<file path="src/rtl/aw_pkg.sv">
package aw_pkg;
  typedef enum logic [1:0] {
    SEL_BASE  = 2'd0,
    SEL_RANGE = 2'd1,
    SEL_REMAP = 2'd2,
    SEL_DESC  = 2'd3
  } aw_sel_e;
endpackage

</file>
<file path="src/rtl/aw_regs.sv">
module aw_regs #(
  parameter int AW      = 32,
  parameter int DEC_LSB = 4,
  parameter int EN_BIT  = 1
) (
  input  logic                  clk,
  input  logic                  rst_n,
  input  logic                  wr_en,
  input  logic [1:0]            sel,
  input  logic [AW-1:0]         wdata,
  output logic [AW-1:0]         rdata,
  output logic [AW-1:DEC_LSB]   base_q,
  output logic                  base_en,
  output logic [AW-1:0]         range_q,
  output logic [AW-1:0]         remap_q
);
  import aw_pkg::*;

  logic [AW-1:0]       desc_q;
  logic [DEC_LSB-1:0]  base_lo;
  logic [AW-1:0]       base_rd;

  always_ff @(posedge clk or negedge rst_n) begin
    if (!rst_n) begin
      base_q  <= '0;
      base_en <= 1'b0;
      range_q <= '0;
      remap_q <= '0;
      desc_q  <= '0;
    end else if (wr_en) begin
      unique case (aw_sel_e'(sel))
        SEL_BASE: begin
          base_q  <= wdata[AW-1:DEC_LSB] & range_q[AW-1:DEC_LSB];
          base_en <= wdata[EN_BIT];
        end
        SEL_RANGE: range_q <= wdata;
        SEL_REMAP: remap_q <= wdata;
        SEL_DESC:  desc_q  <= wdata;
        default: ;
      endcase
    end
  end

  always_comb begin
    base_lo         = '0;
    base_lo[EN_BIT] = base_en;
    base_rd         = {base_q & range_q[AW-1:DEC_LSB], base_lo};
  end

  always_comb begin
    unique case (aw_sel_e'(sel))
      SEL_BASE:  rdata = base_rd;
      SEL_RANGE: rdata = range_q;
      SEL_REMAP: rdata = remap_q;
      SEL_DESC:  rdata = desc_q;
      default:   rdata = '0;
    endcase
  end

  // probe readback never shows bits outside the mask, and the space bit reads 0
  assert_base_readback_R3: assert property (@(posedge clk) disable iff (!rst_n)
    (sel == 2'd0) |-> (((rdata[AW-1:DEC_LSB] & ~range_q[AW-1:DEC_LSB]) == '0) && !rdata[0]));

  // a base write leaves no stored bit outside the mask in force at the write
  assert_base_store_R3: assert property (@(posedge clk) disable iff (!rst_n)
    (wr_en && sel == 2'd0) |=> ((base_q & ~$past(range_q[AW-1:DEC_LSB])) == '0));
endmodule

</file>
<file path="src/rtl/aw_match.sv">
module aw_match #(
  parameter int AW      = 32,
  parameter int DEC_LSB = 4
) (
  input  logic [AW-1:0]       addr,
  input  logic [AW-1:DEC_LSB] base,
  input  logic                en,
  input  logic [AW-1:0]       range_m,
  input  logic [AW-1:0]       remap,
  output logic                hit,
  output logic [AW-1:0]       laddr
);
  logic [AW-1:0] diff;

  for (genvar i = 0; i < AW; i++) begin : g_bit
    if (i < DEC_LSB) begin : g_pass
      assign diff[i]  = 1'b0;
      assign laddr[i] = addr[i];
    end else begin : g_dec
      assign diff[i]  = range_m[i] & (addr[i] ^ base[i]);
      assign laddr[i] = range_m[i] ? remap[i] : addr[i];
    end
  end

  assign hit = en & ~(|diff);
endmodule

</file>
<file path="src/rtl/aw_stage.sv">
module aw_stage #(
  parameter int AW = 32
) (
  input  logic          clk,
  input  logic          rst_n,
  input  logic          in_valid,
  output logic          in_ready,
  input  logic          in_hit,
  input  logic [AW-1:0] in_laddr,
  output logic          out_valid,
  input  logic          out_ready,
  output logic          out_hit,
  output logic [AW-1:0] out_laddr
);
  assign in_ready = !out_valid || out_ready;

  always_ff @(posedge clk or negedge rst_n) begin
    if (!rst_n) begin
      out_valid <= 1'b0;
      out_hit   <= 1'b0;
      out_laddr <= '0;
    end else if (in_ready) begin
      out_valid <= in_valid;
      if (in_valid) begin
        out_hit   <= in_hit;
        out_laddr <= in_laddr;
      end
    end
  end

  // a stalled result stays put
  assert_hold_stable_R8: assert property (@(posedge clk) disable iff (!rst_n)
    (out_valid && !out_ready) |=> (out_valid && $stable(out_hit) && $stable(out_laddr)));

  // an empty stage always takes input
  assert_empty_ready_R8: assert property (@(posedge clk) disable iff (!rst_n)
    !out_valid |-> in_ready);

  // an accepted lookup is presented on the next edge
  assert_accept_valid_R7: assert property (@(posedge clk) disable iff (!rst_n)
    (in_valid && in_ready) |=> out_valid);
endmodule

</file>
<file path="src/rtl/addr_window_xlate.sv">
module addr_window_xlate #(
  parameter int AW      = 32,
  parameter int DEC_LSB = 4,
  parameter int EN_BIT  = 1
) (
  input  logic          clk,
  input  logic          rst_n,
  input  logic          reg_wr,
  input  logic [1:0]    reg_sel,
  input  logic [AW-1:0] reg_wdata,
  output logic [AW-1:0] reg_rdata,
  input  logic          lk_valid,
  output logic          lk_ready,
  input  logic [AW-1:0] lk_addr,
  output logic          rs_valid,
  input  logic          rs_ready,
  output logic          rs_hit,
  output logic [AW-1:0] rs_laddr
);
  logic [AW-1:DEC_LSB] base_q;
  logic                base_en;
  logic [AW-1:0]       range_q;
  logic [AW-1:0]       remap_q;
  logic                hit_d;
  logic [AW-1:0]       laddr_d;
  logic                accept;

  aw_regs #(.AW(AW), .DEC_LSB(DEC_LSB), .EN_BIT(EN_BIT)) u_regs (
    .clk(clk), .rst_n(rst_n), .wr_en(reg_wr), .sel(reg_sel), .wdata(reg_wdata),
    .rdata(reg_rdata), .base_q(base_q), .base_en(base_en),
    .range_q(range_q), .remap_q(remap_q)
  );

  aw_match #(.AW(AW), .DEC_LSB(DEC_LSB)) u_match (
    .addr(lk_addr), .base(base_q), .en(base_en), .range_m(range_q),
    .remap(remap_q), .hit(hit_d), .laddr(laddr_d)
  );

  aw_stage #(.AW(AW)) u_stage (
    .clk(clk), .rst_n(rst_n), .in_valid(lk_valid), .in_ready(lk_ready),
    .in_hit(hit_d), .in_laddr(laddr_d), .out_valid(rs_valid),
    .out_ready(rs_ready), .out_hit(rs_hit), .out_laddr(rs_laddr)
  );

  assign accept = lk_valid && lk_ready;

  // a disabled space yields a miss
  assert_disabled_miss_R5: assert property (@(posedge clk) disable iff (!rst_n)
    (accept && !base_en) |=> !rs_hit);

  // any masked bit that differs from the base forces a miss
  assert_mismatch_miss_R4: assert property (@(posedge clk) disable iff (!rst_n)
    (accept && ((lk_addr[AW-1:DEC_LSB] ^ base_q) & range_q[AW-1:DEC_LSB]) != '0) |=> !rs_hit);

  // empty mask with the space on hits everything
  assert_open_window_R10: assert property (@(posedge clk) disable iff (!rst_n)
    (accept && base_en && range_q[AW-1:DEC_LSB] == '0) |=> rs_hit);

  // low address bits pass through untouched
  assert_low_pass_R6: assert property (@(posedge clk) disable iff (!rst_n)
    accept |=> (rs_laddr[DEC_LSB-1:0] == $past(lk_addr[DEC_LSB-1:0])));
endmodule

</file>
<file path="config.mk">
export PLATFORM = sky130hd
export DESIGN_NAME = addr_window_xlate
export DESIGN_NICKNAME = d
export VERILOG_FILES = /design/src/rtl/aw_pkg.sv /design/src/rtl/aw_regs.sv /design/src/rtl/aw_match.sv /design/src/rtl/aw_stage.sv /design/src/rtl/addr_window_xlate.sv
export SDC_FILE = /design/constraint.sdc
export NUM_CORES = 1
export LEC_CHECK = 0
export CAP_MARGIN = 10
export CORE_MARGIN = 2
export CORE_UTILIZATION = 45
export DETAILED_ROUTE_END_ITERATION = 10
export PLACE_DENSITY = 0.71
export SKIP_CTS_REPAIR_TIMING = 1
export SYNTH_ARGS = -nofsm -noshare
export SYNTH_HDL_FRONTEND = slang
export SYNTH_SLANG_ARGS = --single-unit
</file>
<file path="constraint.sdc">
create_clock -name clk -period 4.19 [get_ports clk]
set_input_delay 1.0475 -clock clk [delete_from_list [all_inputs] [get_ports clk]]
set_output_delay 1.0475 -clock clk [all_outputs]
set_load 0.05 [all_outputs]
</file>
==> results of run 1 <==
## sequential cells by signal, indices dropped and copies added, names as in the netlist
| register | cells |
|---|---|
| u_regs.remap_q | 32 |
| u_stage.out_laddr | 32 |
| u_regs.base_q | 28 |
| u_stage.out_hit | 1 |
| u_stage.out_valid | 1 |
| u_regs.range_q | 32 |
| u_regs.base_en | 1 |
| u_regs.desc_q | 32 |
## cell families (layout without fill, tap and decap cells)
group / count (synthesis) / after routing / synth area share, %
DFF: 159 / 159 / 53.65
and+or+nand+nor: 155 / 155 / 9.364
muxes: 133 / 133 / 19.93
AOI/OAI and AO/OA: 130 / 130 / 10.92
buffers and inverters: 37 / 176 / 2.834
xor gates and xnor gates: 28 / 28 / 3.307
## area by class of cell
class / count / area, µm²
well taps: 216 / 270.3
multi-input cells: 446 / 3234
clock inverters: 8 / 115.1
fillers: 1357 / 6531
repair buffers: 147 / 1410
clock buffers: 21 / 460.4
flip-flops and latches: 159 / 3979
## metrics by stage
stage                     cells  power, mW
after global placement      968      3.452
after global routing        997      5.250
after floorplan             642      2.981
final                       997      5.019
after CTS                   997      5.055
after detailed placement    968      3.502
## critical path, cell delays in order
cell,delay (ns)
clkdlybuf4s50_1,0.44
nand2b_1,0.17
clkdlybuf4s50_1,0.83
## metal layers
metal / vias to the layer above / share of wire (%) / global-route usage (%)
met3: 24 / 5.6 / 5.767
li1: 2543 / - / -
met1: 2742 / 44 / 28.44
met5: - / 0 / 0
met2: 158 / 49 / 36.01
met4: 0 / 1.7 / 7.826
## path summary, 6_finish.rpt
kind                            cells past startpoint  slack (ns)             startpoint               endpoint
min in group asynchronous                           1        0.72                  rst_n  u_stage.out_laddr[12]
worst min-delay path                                2        0.48  u_stage.out_laddr[29]  u_stage.out_laddr[29]
worst max register to register                      5        2.26      u_regs.base_q[20]        u_stage.out_hit
max in group asynchronous                           2        2.60                  rst_n       u_regs.base_q[7]
worst max-delay path                                3        0.64               rs_ready               lk_ready
worst min register to register                      2        0.48  u_stage.out_laddr[29]  u_stage.out_laddr[29]
## power by group
group | total [mW] | switching (mW) | internal (mW) | leakage (nW)
clock | 1.54 | 0.592 | 0.952 | 0.288
combinational | 1.41 | 0.823 | 0.586 | 1.95
sequential | 2.07 | 0.239 | 1.83 | 1.93
## synth_stat cells (all sizes together), types with 3 or more instances
cell type | count | share of area (%)
a22o | 4 | 0.47
nor2b | 21 | 1.8
buf | 25 | 2.2
dfrtp | 159 | 54
xor2 | 28 | 3.3
nor2 | 29 | 1.5
a22oi | 12 | 1.2
mux2 | 104 | 16
a211oi | 28 | 2.8
mux2i | 28 | 3.8
o21ai | 56 | 3.8
and2b | 8 | 0.81
nand3 | 3 | 0.20
o22ai | 28 | 2.4
clkbuf | 12 | 0.61
nand2 | 87 | 4.4
==> flow_summary_export.csv, run 1 <==
group,metric,value,unit
timing,max_freq,0.2821,GHz
yosys,synth_nets,713,
route,vias_per_cell,5.483,
placed_design,gp_congestion,0.7667,
clock_tree,clock_path_buffers,2,
clock_tree,clk_pin_slew_worst_paths,0.06,ns
floorplanning,dieArea,17520,µm²
worst_hold_path,hp-class,"reg -> reg",
clock_tree,htree_levels,4,
worst_setup_path,cp-start-kind,"input pin",
clock_tree,cts-root-buf,"clkbuf_16",
power_and_ir_drop,irDropWorstVdd,0.0003142,V
timing,fin_ws,0.6449,ns
floorplanning,rows,46,
floorplanning,start_util,46.35,%
timing,min_period,3.545,ns
worst_setup_path,end_kind,"primary output",
global_routing,grt_usage,22.03,%
clock_tree,worst_skew_pair.late_latency,0.43,ns
timing,worst_slew_pin_slew,0.8625,ns
clock_tree,cts_tree,"done",
final_layout,final_layout_size_suffix_gt1_share,23.18,%
route,vias,5467,
placed_design,dp_hpwl,12420,µm
timing,setup_viol,0,
yosys,synth_area,7416,µm²
final_layout,final_nets,842,
yosys,synth_ff_type,"dfrtp_1",
global_routing,antenna_found_initial,0,
global_routing,grt_pass1_wl,30190,µm
worst_setup_path,worst_ep_required_time,3.14,ns
yosys,syn_inst,642,
final_layout,mostFrequentLayoutCells,"dfrtp_1, mux2_2, clkdlybuf4s50_1",
clock_tree,clock_sinks,159,
route,drc_errors,0,
timing,fin_skew,0.004664,ns
route,first_pass_iters,4,
timing,slew_headroom,42.50,%
placed_design,place_ws,0.6492,ns
final_layout,final_cell_area,9469,µm²
timing,final.setup.tns,0,ns
yosys,ys_async_sr_fraction,100.0,%
yosys,ys_types,28,
route,drt_iter0_markers,392,
route,ant_nets,0,
floorplanning,num_io_pins,138,
worst_setup_path,critical_path_class,"in -> out",
timing,hold_viol,0,
route,wl_per_cell,18.74,µm
timing,whs,0.4820,ns
global_routing,grt_pass1_vias,5760,
worst_setup_path,arrival,2.50,ns
power_and_ir_drop,p_leak,4.176,nW
status,status,"finished, final reports clean",
floorplanning,die_x,132.4,µm
yosys,ys_seq_elements,159,
placed_design,io_buffers,137,
placed_design,placed_area,8894,µm²
run,cap_violations,0,
worst_setup_path,cp_max_fo,4,
yosys,synth_seq_area_share,53.65,%
global_routing,grt_max_degree,96,
clock_tree,numCtsBuffers,17,
yosys,ys_warn_count,0,
route,routed_wirelength,18680,µm
final_layout,n_antenna_cell,0,
power_and_ir_drop,powerDensity,530.1,nW/µm²
yosys,synth-edff-count,0,
final_layout,area_delta_synth_final,27.69,%
global_routing,overflow,0,
yosys,syn_area_per_cell,11.55,µm²
timing,final_max_slew_viol_count,0,
final_layout,utilization,59.18,%
floorplanning,die_h,132.4,µm
timing,min_period_over_period,84.61,%
floorplanning,core,16000,µm²
final_layout,final_common_cell,"dfrtp_1",
timing,rsz0062_at_grt,"no",
No activity file was read; power rests on OpenSTA's default activity.
==> inputs of run 2 (changes only) <==
==> constraint.sdc (replaced) <==
create_clock -name clk -period 3.6 [get_ports clk]
set_input_delay 0.9 -clock clk [delete_from_list [all_inputs] [get_ports clk]]
set_output_delay 0.9 -clock clk [all_outputs]
set_load 0.05 [all_outputs]
==> run 2 against run 1 <==
Critical path depth up 3. Cell count grew 0.60%. Worst setup slack got worse by 0.098 ns. Register-to-register slack got worse by 0.63 ns. Final area increased by 0.11%. Critical endpoint is now reg_rdata[29]. Combinational power rose by 16%. Hold slack worse by 0.0019 ns. Sequential power rose by 16%. Via count shrank 1.0%. Die area is the same. Clock skew is 0.0039 ns higher.
==> flow_summary_export.csv, run 2 (synthesis results as in run 1) <==
group,metric,value,unit
clock_tree,numCtsBuffers,17,
final_layout,final_nets,845,
global_routing,grt_usage,22.06,%
global_routing,grt_max_degree,90,
final_layout,area_delta_synth_final,27.82,%
worst_setup_path,end_kind,"primary output",
timing,fin_ws,0.5473,ns
route,wl_per_cell,18.47,µm
clock_tree,htree_levels,4,
final_layout,final_layout_size_suffix_gt1_share,23.89,%
power_and_ir_drop,clkPwrFrac,29.9,%
clock_tree,cts-root-buf,"clkbuf_16",
clock_tree,clk_pin_slew_worst_paths,0.06,ns
placed_design,place_ws,0.5740,ns
final_layout,final_common_cell,"dfrtp_1",
clock_tree,clock_sinks,159,
timing,max_freq,0.3276,GHz
floorplanning,rows,46,
worst_setup_path,slowest_stage,"buf_12",
timing,final.setup.tns,0,ns
power_and_ir_drop,seqPwrFrac,41.6,%
clock_tree,clock_path_buffers,2,
final_layout,n_antenna_cell,0,
power_and_ir_drop,powerDensity,609.3,nW/µm²
route,ant_nets,0,
floorplanning,start_util,46.35,%
worst_setup_path,arrival,2.15,ns
power_and_ir_drop,total_power,5.776,mW
route,vias_per_cell,5.396,
placed_design,dp_hpwl,12490,µm
worst_setup_path,cp_max_fo,65,
power_and_ir_drop,irDropWorstVdd,0.0003672,V
worst_setup_path,worst_ep_required_time,2.70,ns
floorplanning,core,16000,µm²
timing,rsz0062_at_grt,"no",
floorplanning,dieArea,17520,µm²
timing,slew_headroom,39.65,%
power_and_ir_drop,swShare,33.55,%
timing,min_period_over_period,84.80,%
placed_design,io_buffers,137,
status,status,"finished, final reports clean",
power_and_ir_drop,p_int,3.838,mW
timing,fin_skew,0.008567,ns
worst_setup_path,cp_common_cell,"buf_4",
final_layout,seq_area,3979,µm²
route,drc_errors,0,
global_routing,grt_pass1_vias,5797,
final_layout,mostFrequentLayoutCells,"dfrtp_1, mux2_2, clkdlybuf4s50_1",
power_and_ir_drop,p_leak,4.181,nW
route,vias,5412,
power_and_ir_drop,combinationalPowerShare,28.4,%
timing,hold_viol,0,
final_layout,num-fill-cells,1337,
worst_setup_path,max_stage_delay,0.27,ns
route,first_pass_iters,6,
timing,worst_slew_pin_slew,0.9053,ns
worst_setup_path,worstPathCellList,"buf_4 > buf_12 > and2b_1 > a211oi_1 > nor2_1 > buf_4",
route,routed_wirelength,18530,µm
clock_tree,cts_tree,"done",
worst_hold_path,hp-class,"reg -> reg",
global_routing,antenna_found_initial,1,
timing,min_period,3.053,ns
worst_setup_path,critical_path_class,"in -> out",
timing,setup_viol,0,
route,drt_iter0_markers,351,
run,cap_violations,0,
final_layout,utilization,59.24,%
floorplanning,num_io_pins,138,
placed_design,gp_congestion,0.8205,
floorplanning,die_x,132.4,µm
global_routing,grt_pass1_wl,30340,µm
floorplanning,die_h,132.4,µm
worst_setup_path,cp-start-kind,"input pin",
clock_tree,worst_skew_pair.late_latency,0.43,ns
final_layout,multi_input_area,3234,µm²
timing,final_max_slew_viol_count,0,
global_routing,overflow,0,
power_and_ir_drop,power.switching,1.938,mW
==> run 2: power groups by stage <==
stage          clock network (mW)  registers (mW)  logic [mW]
2_1_floorplan                   0            2.63       0.843
3_3_place_gp                    0            2.41        1.62
3_5_place_dp                    0            2.43        1.65
4_1_cts                      1.77            2.40        1.66
5_1_grt                      1.85            2.45        1.76
6_report                     1.73            2.41        1.64
==> run 2: cell type report <==
type	count	area share, %
flip-flops and latches	159	41.97
multi-input cells	446	34.12
repair buffers	150	15.09
clock buffers	20	4.712
well taps	216	2.851
clock inverters	12	1.254
==> run 2: final timing paths <==
kind                                        from                     to  slack [ns]  cells after the start
min in group asynchronous                  rst_n  u_stage.out_laddr[11]        0.54                      1
hold / removal             u_stage.out_laddr[22]  u_stage.out_laddr[22]        0.48                      2
hold reg to reg            u_stage.out_laddr[22]  u_stage.out_laddr[22]        0.48                      2
setup reg to reg               u_regs.base_q[20]        u_stage.out_hit        1.63                      5
max in group asynchronous                  rst_n  u_stage.out_laddr[25]        2.24                      2
setup / recovery                      reg_sel[1]          reg_rdata[29]        0.55                      6
==> run 2: worst max-delay path, delay by kind of cell <==
family | cells | cell delay, ns
compound gates | 1 | 0.21
buf+inv | 3 | 0.66
simple gates | 2 | 0.30
==> run 2: routing by layer <==
layer | vias up | GRT usage [%] | part of all wire [%]
met4 | 2 | 6.213 | 1.0
li1 | 2553 | - | -
met1 | 2676 | 29.00 | 45
met2 | 165 | 35.98 | 48
met5 | - | 0 | 0.070
met3 | 16 | 6.075 | 5.9
==> run 2: metrics by stage <==
stage               hold slack (ns)  cell area [µm²]  std cells
floorplan                    0.4736             7416        642
finish                       0.4801             9479       1003
global placement             0.4622             8914        971
global route                 0.5033             9479       1003
CTS                          0.4824             9479       1003
detailed placement           0.4690             8914        971
==> inputs of run 3 (changes only) <==
--- a/config.mk
+++ b/config.mk
@@ -9,7 +9,7 @@
 export CORE_MARGIN = 2
 export CORE_UTILIZATION = 45
 export DETAILED_ROUTE_END_ITERATION = 10
-export PLACE_DENSITY = 0.71
+export PLACE_DENSITY = 0.74
 export SKIP_CTS_REPAIR_TIMING = 1
 export SYNTH_ARGS = -nofsm -noshare
 export SYNTH_HDL_FRONTEND = slang
==> constraint.sdc (replaced) <==
create_clock -name clk -period 2.7 [get_ports clk]
set_input_delay 0.675 -clock clk [delete_from_list [all_inputs] [get_ports clk]]
set_output_delay 0.675 -clock clk [all_outputs]
set_load 0.05 [all_outputs]
==> run 3 against run 2 <==
Global-route usage up 0.64 points. Worst setup slack got worse by 0.31 ns. Combinational power is 35% higher. Cell count rose by 1.3%. Sequential share of layout area fell by 0.42 points. Routed wire length increased by 3.8%. Critical path depth did not move. Hold slack got worse by 0.24 ns. Via count increased by 3.4%. Core utilization increased by 0.59 points. Critical endpoint is now reg_rdata[14]. Largest cell class unchanged.
==> flow_summary_export.csv, run 3 (synthesis results as in run 1) <==
group,metric,value,unit
status,status,"finished, final reports clean",
timing,min_period,2.462,ns
route,routed_wirelength,19230,µm
final_layout,n_antenna_cell,0,
worst_setup_path,critical_path_class,"in -> out",
global_routing,antenna_found_initial,0,
run,cap_violations,0,
placed_design,io_buffers,137,
timing,fin_skew,0.008858,ns
placed_design,place_ws,0.007268,ns
final_layout,final_common_cell,"dfrtp_1",
worst_setup_path,cp_max_fo,59,
worst_setup_path,cp-start-kind,"input pin",
route,vias_per_cell,5.507,
clock_tree,clk_pin_slew_worst_paths,0.06,ns
power_and_ir_drop,irDropWorstVdd,0.0004392,V
global_routing,grt_max_degree,71,
worst_setup_path,worst_ep_required_time,2.03,ns
route,wl_per_cell,18.93,µm
final_layout,mostFrequentLayoutCells,"dfrtp_1, mux2_2, clkdlybuf4s50_1",
power_and_ir_drop,total_power,7.657,mW
route,drt_iter0_markers,378,
clock_tree,htree_levels,4,
worst_setup_path,rr_worst_depth,6,
clock_tree,cts-root-buf,"clkbuf_16",
timing,min_period_over_period,91.18,%
clock_tree,clock_sinks,159,
global_routing,grt_pass1_vias,5894,
floorplanning,die_x,132.4,µm
worst_setup_path,slowest_stage,"buf_12",
worst_setup_path,max_stage_delay,0.25,ns
clock_tree,numCtsBuffers,17,
timing,rsz0062_at_grt,"no",
floorplanning,rows,46,
route,ant_nets,0,
floorplanning,core,16000,µm²
power_and_ir_drop,p_leak,4.242,nW
power_and_ir_drop,powerDensity,799.8,nW/µm²
floorplanning,dieArea,17520,µm²
timing,slew_headroom,46.49,%
clock_tree,worst_skew_pair.late_latency,0.42,ns
worst_setup_path,cp_common_cell,"buf_4",
final_layout,final_cell_area,9574,µm²
global_routing,overflow,0,
final_layout,finalNonFillerCells,1016,
final_layout,num-fill-cells,1344,
timing,final.setup.tns,0,ns
worst_setup_path,arrival,1.79,ns
worst_setup_path,worstPathCellList,"buf_4 > buf_12 > and2b_1 > a211oi_1 > nor2_1 > buf_4",
floorplanning,num_io_pins,138,
worst_setup_path,end_kind,"primary output",
final_layout,utilization,59.84,%
final_layout,area_delta_synth_final,29.10,%
placed_design,dp_hpwl,13210,µm
final_layout,final_layout_size_suffix_gt1_share,24.88,%
timing,fin_ws,0.2382,ns
clock_tree,clock_path_buffers,2,
timing,max_freq,0.4062,GHz
timing,worst_slew_pin_slew,0.7824,ns
final_layout,final_nets,858,
placed_design,dpl.cell_count,984,
route,vias,5595,
route,met1_length,8348,µm
route,top_layer,"met4",
route,wl_met2,9724,µm
timing,setup_viol,0,
placed_design,gp_congestion,0.7969,
worst_hold_path,hp-class,"in -> async",
placed_design,placed_area,9024,µm²
global_routing,grt_usage,22.70,%
clock_tree,cts_tree,"done",
route,wl_met3,896,µm
timing,final_max_slew_viol_count,0,
route,first_pass_iters,5,
route,drc_errors,0,
global_routing,grt_pass1_wl,31040,µm
timing,whs,0.2413,ns
floorplanning,die_h,132.4,µm
timing,hold_viol,0,
floorplanning,start_util,46.35,%
[run 3: changes by cell type in the layout (fill, tap and decap cells not counted)]
cell / change
buf_4: +12
clkbuf_1: +2
clkinv_2: -3
buf_12: +1
clkinv_4: -1
bufinv_16: -2
clkbuf_8: +5
clkinvlp_4: -1
[run 3: worst paths after layout]
path	slack [ns]	end	startpoint
max reg2reg	0.67	u_stage.out_hit	u_regs.base_q[20]
min	0.24	u_stage.out_laddr[12]	rst_n
min in group clk	0.48	u_stage.out_laddr[18]	u_stage.out_laddr[18]
max	0.24	reg_rdata[14]	reg_sel[1]
min reg2reg	0.48	u_stage.out_laddr[18]	u_stage.out_laddr[18]
max in group asynchronous	1.65	u_regs.range_q[23]	rst_n
[run 3: power by group]
part | total, mW | switching (mW) | internal (mW) | leakage (nW)
sequential | 3.22 | 0.384 | 2.83 | 1.93
clock | 2.23 | 0.912 | 1.32 | 0.273
combinational | 2.21 | 1.29 | 0.926 | 2.03
[run 3: worst max-delay path: cells and delay by family]
| family | cells | cell delay, ns |
|---|---|---|
| buffers and inverters | 3 | 0.56 |
| AOI/OAI and AO/OA | 1 | 0.22 |
| and+or+nand+nor | 2 | 0.29 |
[run 3: area by class of cell]
cell class                      instances  area [µm²]  area share (%)
Clock buffer                           27       523.0           5.463
Sequential cell                       159        3979           41.56
Clock inverter                          5       27.53          0.2875
Timing Repair Buffer                  163        1540           16.09
Tap cell                              216       270.3           2.823
Multi-Input combinational cell        446        3234           33.78
[run 3: per-layer routing]
layer  GRT usage (%)  vias up
met4           7.587        0
met2           39.23      152
met3           4.537       24
met5               0        -
met1           28.54     2840
li1                -     2579
